<file path="src/rtl/burst_addr_gen.sv">
module burst_addr_gen #(
  parameter int AW = 20
) (
  input  logic          clk,
  input  logic          rst_n,
  input  logic [AW-1:0] ext_addr,
  input  logic          start_cpu_n,
  input  logic          start_ctl_n,
  input  logic          adv_n,
  input  logic          sel_n,
  input  logic          seq_xor,
  output logic [AW-1:0] cur_addr,
  output logic [1:0]    beat
);

  logic [AW-1:0] base_q;
  logic [1:0]    beat_q;
  logic          open_q;
  logic          load;
  logic          step;
  logic [1:0]    low;

  assign load = (!start_cpu_n && !sel_n) || !start_ctl_n;
  assign step = open_q && !load && !adv_n;

  always_ff @(posedge clk) begin
    if (!rst_n) begin
      base_q <= '0;
      beat_q <= 2'd0;
      open_q <= 1'b0;
    end else if (load) begin
      base_q <= ext_addr;
      beat_q <= 2'd0;
      open_q <= 1'b1;
    end else if (step) begin
      beat_q <= beat_q + 2'd1;
    end
  end

  assign low      = seq_xor ? (base_q[1:0] ^ beat_q) : (base_q[1:0] + beat_q);
  assign cur_addr = {base_q[AW-1:2], low};
  assign beat     = beat_q;

endmodule

</file>
<file path="config.mk">
export PLATFORM = sky130hd
export DESIGN_NAME = burst_addr_gen
export DESIGN_NICKNAME = d
export VERILOG_FILES = /design/src/rtl/burst_addr_gen.sv
export SDC_FILE = /design/constraint.sdc
export NUM_CORES = 1
export LEC_CHECK = 0
export ABC_AREA = 1
export BUFFER_PORTS_ARGS = -buffer_cell sky130_fd_sc_hd__clkbuf_2
export CAP_MARGIN = 20
export CORE_MARGIN = 4
export CORE_UTILIZATION = 51
export CTS_BUF_LIST = sky130_fd_sc_hd__clkbuf_4
export DETAILED_ROUTE_END_ITERATION = 10
export MAX_ROUTING_LAYER = met4
export PLACE_DENSITY_LB_ADDON = 0.05
export SLEW_MARGIN = 10
export SYNTH_ARGS = -nofsm -noshare
export SYNTH_HDL_FRONTEND = slang
export SYNTH_SLANG_ARGS = --single-unit
</file>
<file path="constraint.sdc">
create_clock -name clk -period 1.7 [get_ports clk]
set_clock_uncertainty 0.15 [all_clocks]
set_input_delay 0.085 -clock clk [delete_from_list [all_inputs] [get_ports clk]]
set_output_delay 0.085 -clock clk [all_outputs]
set_load 0.02 [all_outputs]
</file>
======== After elaboration in Yosys (flattened, before gate mapping) ========
Cells that the tools add are included.
storage, ports and cells
  output and inout bits ................... 22
  memory bits (read-only) ................. 0
  bits of input ports ..................... 27
  register bits after elaboration ......... 23
  logic and storage cells ................. 18
  memories ................................ 0
  bits in latches ......................... 0
  bits in writable memories ............... 0
cells by class
  reduce and logical (&&, ||, !) cells .... 10
  multiply operators ...................... 0
  bitwise operators ....................... 2
  order comparisons ....................... 0
  equal/unequal tests ..................... 0
  shift operators ......................... 0
  divide/modulo/power cells ............... 0
  mux-type cells .......................... 1
  add/sub/neg operators ................... 2
operators by type and width
  cell                                                            number
  1-bit logical NOT                                               5
  1-bit logical AND                                               3
  2-bit by 1-bit adder with 2-bit output (second input constant)  1
  2-bit adder                                                     1
  2-bit two-way mux                                               1
  2-bit OR reduction                                              1
  2-bit bitwise XOR                                               1
  1-bit logical OR                                                1
  1-bit NOT                                                       1

======== Depth between registers and ports, before layout ========
  depth in word-level cells ............... 6
  gate-level depth with buffers ........... 6
  mapped depth without buffers ............ 6

======== Least setup slack after synthesis ========
Ideal clock, no wire load.
  path kind ............................... register -> output
  start ................................... register beat_q[0], in the netlist beat[0]
  end ..................................... output port cur_addr[1]
  required time ........................... 1.465 ns
  stages on the path, launching flop included .. 6
  path slack .............................. 0.448 ns
  arrival ................................. 1.017 ns
  path buffers ............................ 0
  path through ............................ dfxtp_1 ha_1 inv_1 nor2_1 xor2_1 inv_1
on the way
  cells in the longest elaborated chain, start to end .. 2
RTL lines
  element                 RTL line  text
  start, declared         17        logic [1:0] beat_q;
  start signal, assigned  36        beat_q <= beat_q + 2'd1;
  2-bit adder             40        assign low = seq_xor ? (base_q[1:0] ^ beat_q) : (base_q[1:0] + beat_q);
  2-bit two-way mux       40
  end, declared           12        output logic [AW-1:0] cur_addr,
No other way between the ends.

======== Worst setup path in the final report ========
Same ends and word-level chain as after synthesis.

==> impl_summary.txt <==
----------------------------------------------------
[Critical path]
  Worst-case register-to-register setup slack ... 250 ps
  Sort of element at the end of the critical path ... output pin
  Crit start category ... register
  Worst Path Max Fanout ... 4
  Worst reg-to-reg path cell count ... 4
  Startpoint of the worst-slack reg-to-reg timing path ... open_q
  Data required time of the worst path ... between 1000 and 1500 ps
  Crit path kind ... register to output pin
  Origin of the worst setup path ... beat[0]
  Crit path to ... cur_addr[1]
  Endpoint of the worst register-to-register path ... beat[0]
  Worst Path Arrival ... 1300 ps

[GRT]
  Total GRT Usage ... 0.183
  Initial antenna violation count ... 0
  Maximum number of pins on one net before global-route repair ... 23
  Number of global-route vias before repair ... 918
  First-pass GRT wire length ... roughly 3.7 mm
  Total gr overflow ... 0

[Synthesis]
  Count of mapped cells out of synthesis ... 135
  Number of warnings issued by yosys ... 0
  Syn_nets ... 163
  Post-synthesis instance area ... 1050 um2
  Number of synthesized register bits ... 23
  Yosys cell types ... 19
  Part of the Yosys area used for sequential elements ... 0.437
  Per-instance average area after synthesis ... ~7.8 um2

[Placement]
  Number of buffers added on ports ... 48
  DP Area ... between 1000 and 1500 um2
  Placed instance count ... 187
  Gp weighted congestion ... 0.689
  Placed wire-length estimate after detailed placement ... 1.47 mm

[Finish]
  Number of inserted diodes ... 0
  Multi-input gate area in the final layout ... about 370 um2
  Number of nets in the layout ... 215
  Final design instance area without fill ... 1400 um2
  Signed area change from the synthesized netlist to the final layout ... 32.5%
  Number of standard cells in the final layout excluding fillers ... 213
  Core utilization of the finished layout ... 0.712
  Proportion of layout cells with a drive suffix above 1 ... 0.323
  Area of all sequential standard cells ... roughly 460 um2
  FILL cells ... 196

[STA]
  Max Freq ... 0.653 GHz
  Final count of hold timing violations ... 0
  Fin crit period ... 1530 ps
  Setup repair after global routing missed its margin ... false
  Final setup vio count ... 0
  Number of max-slew violations in the final report ... 0
  Final cycle utilization of the critical path ... 0.901
  Slew at the pin with the worst max-slew slack ... 362 ps
  Remaining max-slew budget at the tightest pin ... 0.758
  Aggregate negative setup slack ... 0 ps

[Floorplan]
  Die Span Y ... 53.5 um
  Std cell rows ... 16
  Placeable core area ... 1960 um2
  Die Outline Area ... 2860 um2
  Number of top-level pins ... 49
  Horizontal die dimension ... 53.5 um
  Starting density of the core ... 0.538

[Hold path]
  Hold/Removal Path Class ... primary input to register
  Number of cells on the worst hold path ... 5

[Routing]
  Routed Antenna Nets ... 0
  Pre-antenna DRT Iters ... 3
  Overall via count from detail_route ... approximately 950
  Number of DRC markers in iteration 0 ... 6
  Drc violations ... 0
  Detailed-route wire length per cell ... 10.6 um
  Routed via count divided by cell count ... between 4 and 5
  Final wirelength ... 2.25 mm

[Outcome]
  Outcome ... finished, final reports clean

[Clock network]
  TritonCTS buffer count ... 3
  Post-CTS repair timing setup buffer count ... 0
  Clock tree from TritonCTS ... yes
  Post-CTS clock slew at the launch and capture registers of the worst setup and hold paths ... 120 ps
  Clock insertion delay at the later pin of the skew report ... 300 ps
  CTS max path bufs ... 2
  Cell at the root of the clock tree ... clkbuf_4
  Total clock sinks ... 23
  H-tree depth reported by CTS ... 1

[Job]
  Max-Cap Viols ... 0

[Power and ir drop]
  Power per Cell Area ... 777 nW/um2
  Total Power Consumption ... between 1 and 1.5 mW
  Maximum vdd drop ... 0.480 mV
  Static leakage power ... 0.717 nW

----------------------------------------------------
-- per-stage QoR --
stage               hold WS (ps)  worst slack, ps
floorplan                   70.7              448
global route                51.2             22.8
global placement             174              489
CTS                         33.9              100
finish                      46.6              167
detailed placement           185              469
-- layer usage --
| layer | up-vias | routed length (um) | track usage |
|---|---|---|---|
| met4 | 0 | 29 | 0.0894 |
| met1 | 405 | 898 | 0.181 |
| li1 | 511 | - | - |
| met5 | - | 0 | - |
| met2 | 29 | 1160 | 0.337 |
| met3 | 4 | 164 | 0.0366 |
-- cell usage after synthesis --
cell type,count,area [um2]
clkbuf_1,2,7.51
o21ai_1,5,25.0
buf_4,18,135
nor2_4,1,11.3
dfxtp_1,23,460
buf_6,4,45.0
nor2_2,1,6.26
xor2_1,1,8.76
ha_1,1,12.5
nand4_2,1,12.5
a31oi_1,1,6.26
nand2_1,4,15.0
o21ai_0,16,80.1
inv_2,2,7.51
inv_1,8,30.0
nor2_1,43,161
xnor2_1,1,8.76
a21oi_2,1,8.76
nand4_1,2,12.5
-- final cells by class --
type,instances,area share
flip-flops and latches,23,0.330
clock inverters,1,0.00358
inverters,10,0.0269
well taps,27,0.0242
repair buffers,71,0.335
clock buffers,3,0.0161
multi-input cells,78,0.264
-- logic make-up (layout without fill, tap and decap cells) --
group / after synthesis / count (layout) / synth area share
compound gates: 23 / 23 / 0.114
xor+xnor: 2 / 2 / 0.0166
fa+ha+maj: 1 / 1 / 0.0119
buf+inv: 34 / 85 / 0.214
flops: 23 / 23 / 0.437
simple gates: 52 / 52 / 0.208
-- worst max-delay path, stage by stage, from the launching register on --
cell,delay [ps]
dfxtp_2,380
ha_1,140
inv_1,30
nor2_1,100
xor2_1,150
inv_1,50
clkbuf_2,150
-- placed cells by master, fill, tap and decap left out, drive strengths merged --
cell | synthesis | routed
inv | 10 | 10
clkbuf | 2 | 51
xnor2 | 1 | 1
a31oi | 1 | 1
ha | 1 | 1
nand4 | 3 | 3
nand2 | 4 | 4
clkinv | 0 | 1
dlygate4sd3 | 0 | 22
xor2 | 1 | 1
a21oi | 1 | 1
buf | 22 | 1
o21ai | 21 | 21
nor2 | 45 | 45
dfxtp | 23 | 23
-- worst min-delay path by stage --
stage	startpoint	endpoint	slack, ps
after floorplan	rst_n	base_q[6]	70
after global placement	ext_addr[15]	base_q[15]	170
after detailed placement	ext_addr[19]	base_q[19]	190
after CTS	start_ctl_n	base_q[12]	30
after global routing	start_ctl_n	base_q[3]	50
final	start_ctl_n	base_q[12]	50
-- flip-flops by register name, summed over array words and instances (netlist names) --
name    count
beat        2
open_q      1
base_q     20
-- where the power goes --
group          internal (mW)  switching, mW
clock network         0.0878          0.160
registers              0.578         0.0207
logic                  0.107          0.133
total                  0.773          0.313
-- timing repair --
| action | CTS | global route |
|---|---|---|
| endpoints found under the hold margin | 22 | 0 |
| setup endpoints to repair | 0 | 1 |
| hold buffers | 22 | 0 |
| gates resized for setup | 0 | 1 |
(Power assumes the default switching activity.)
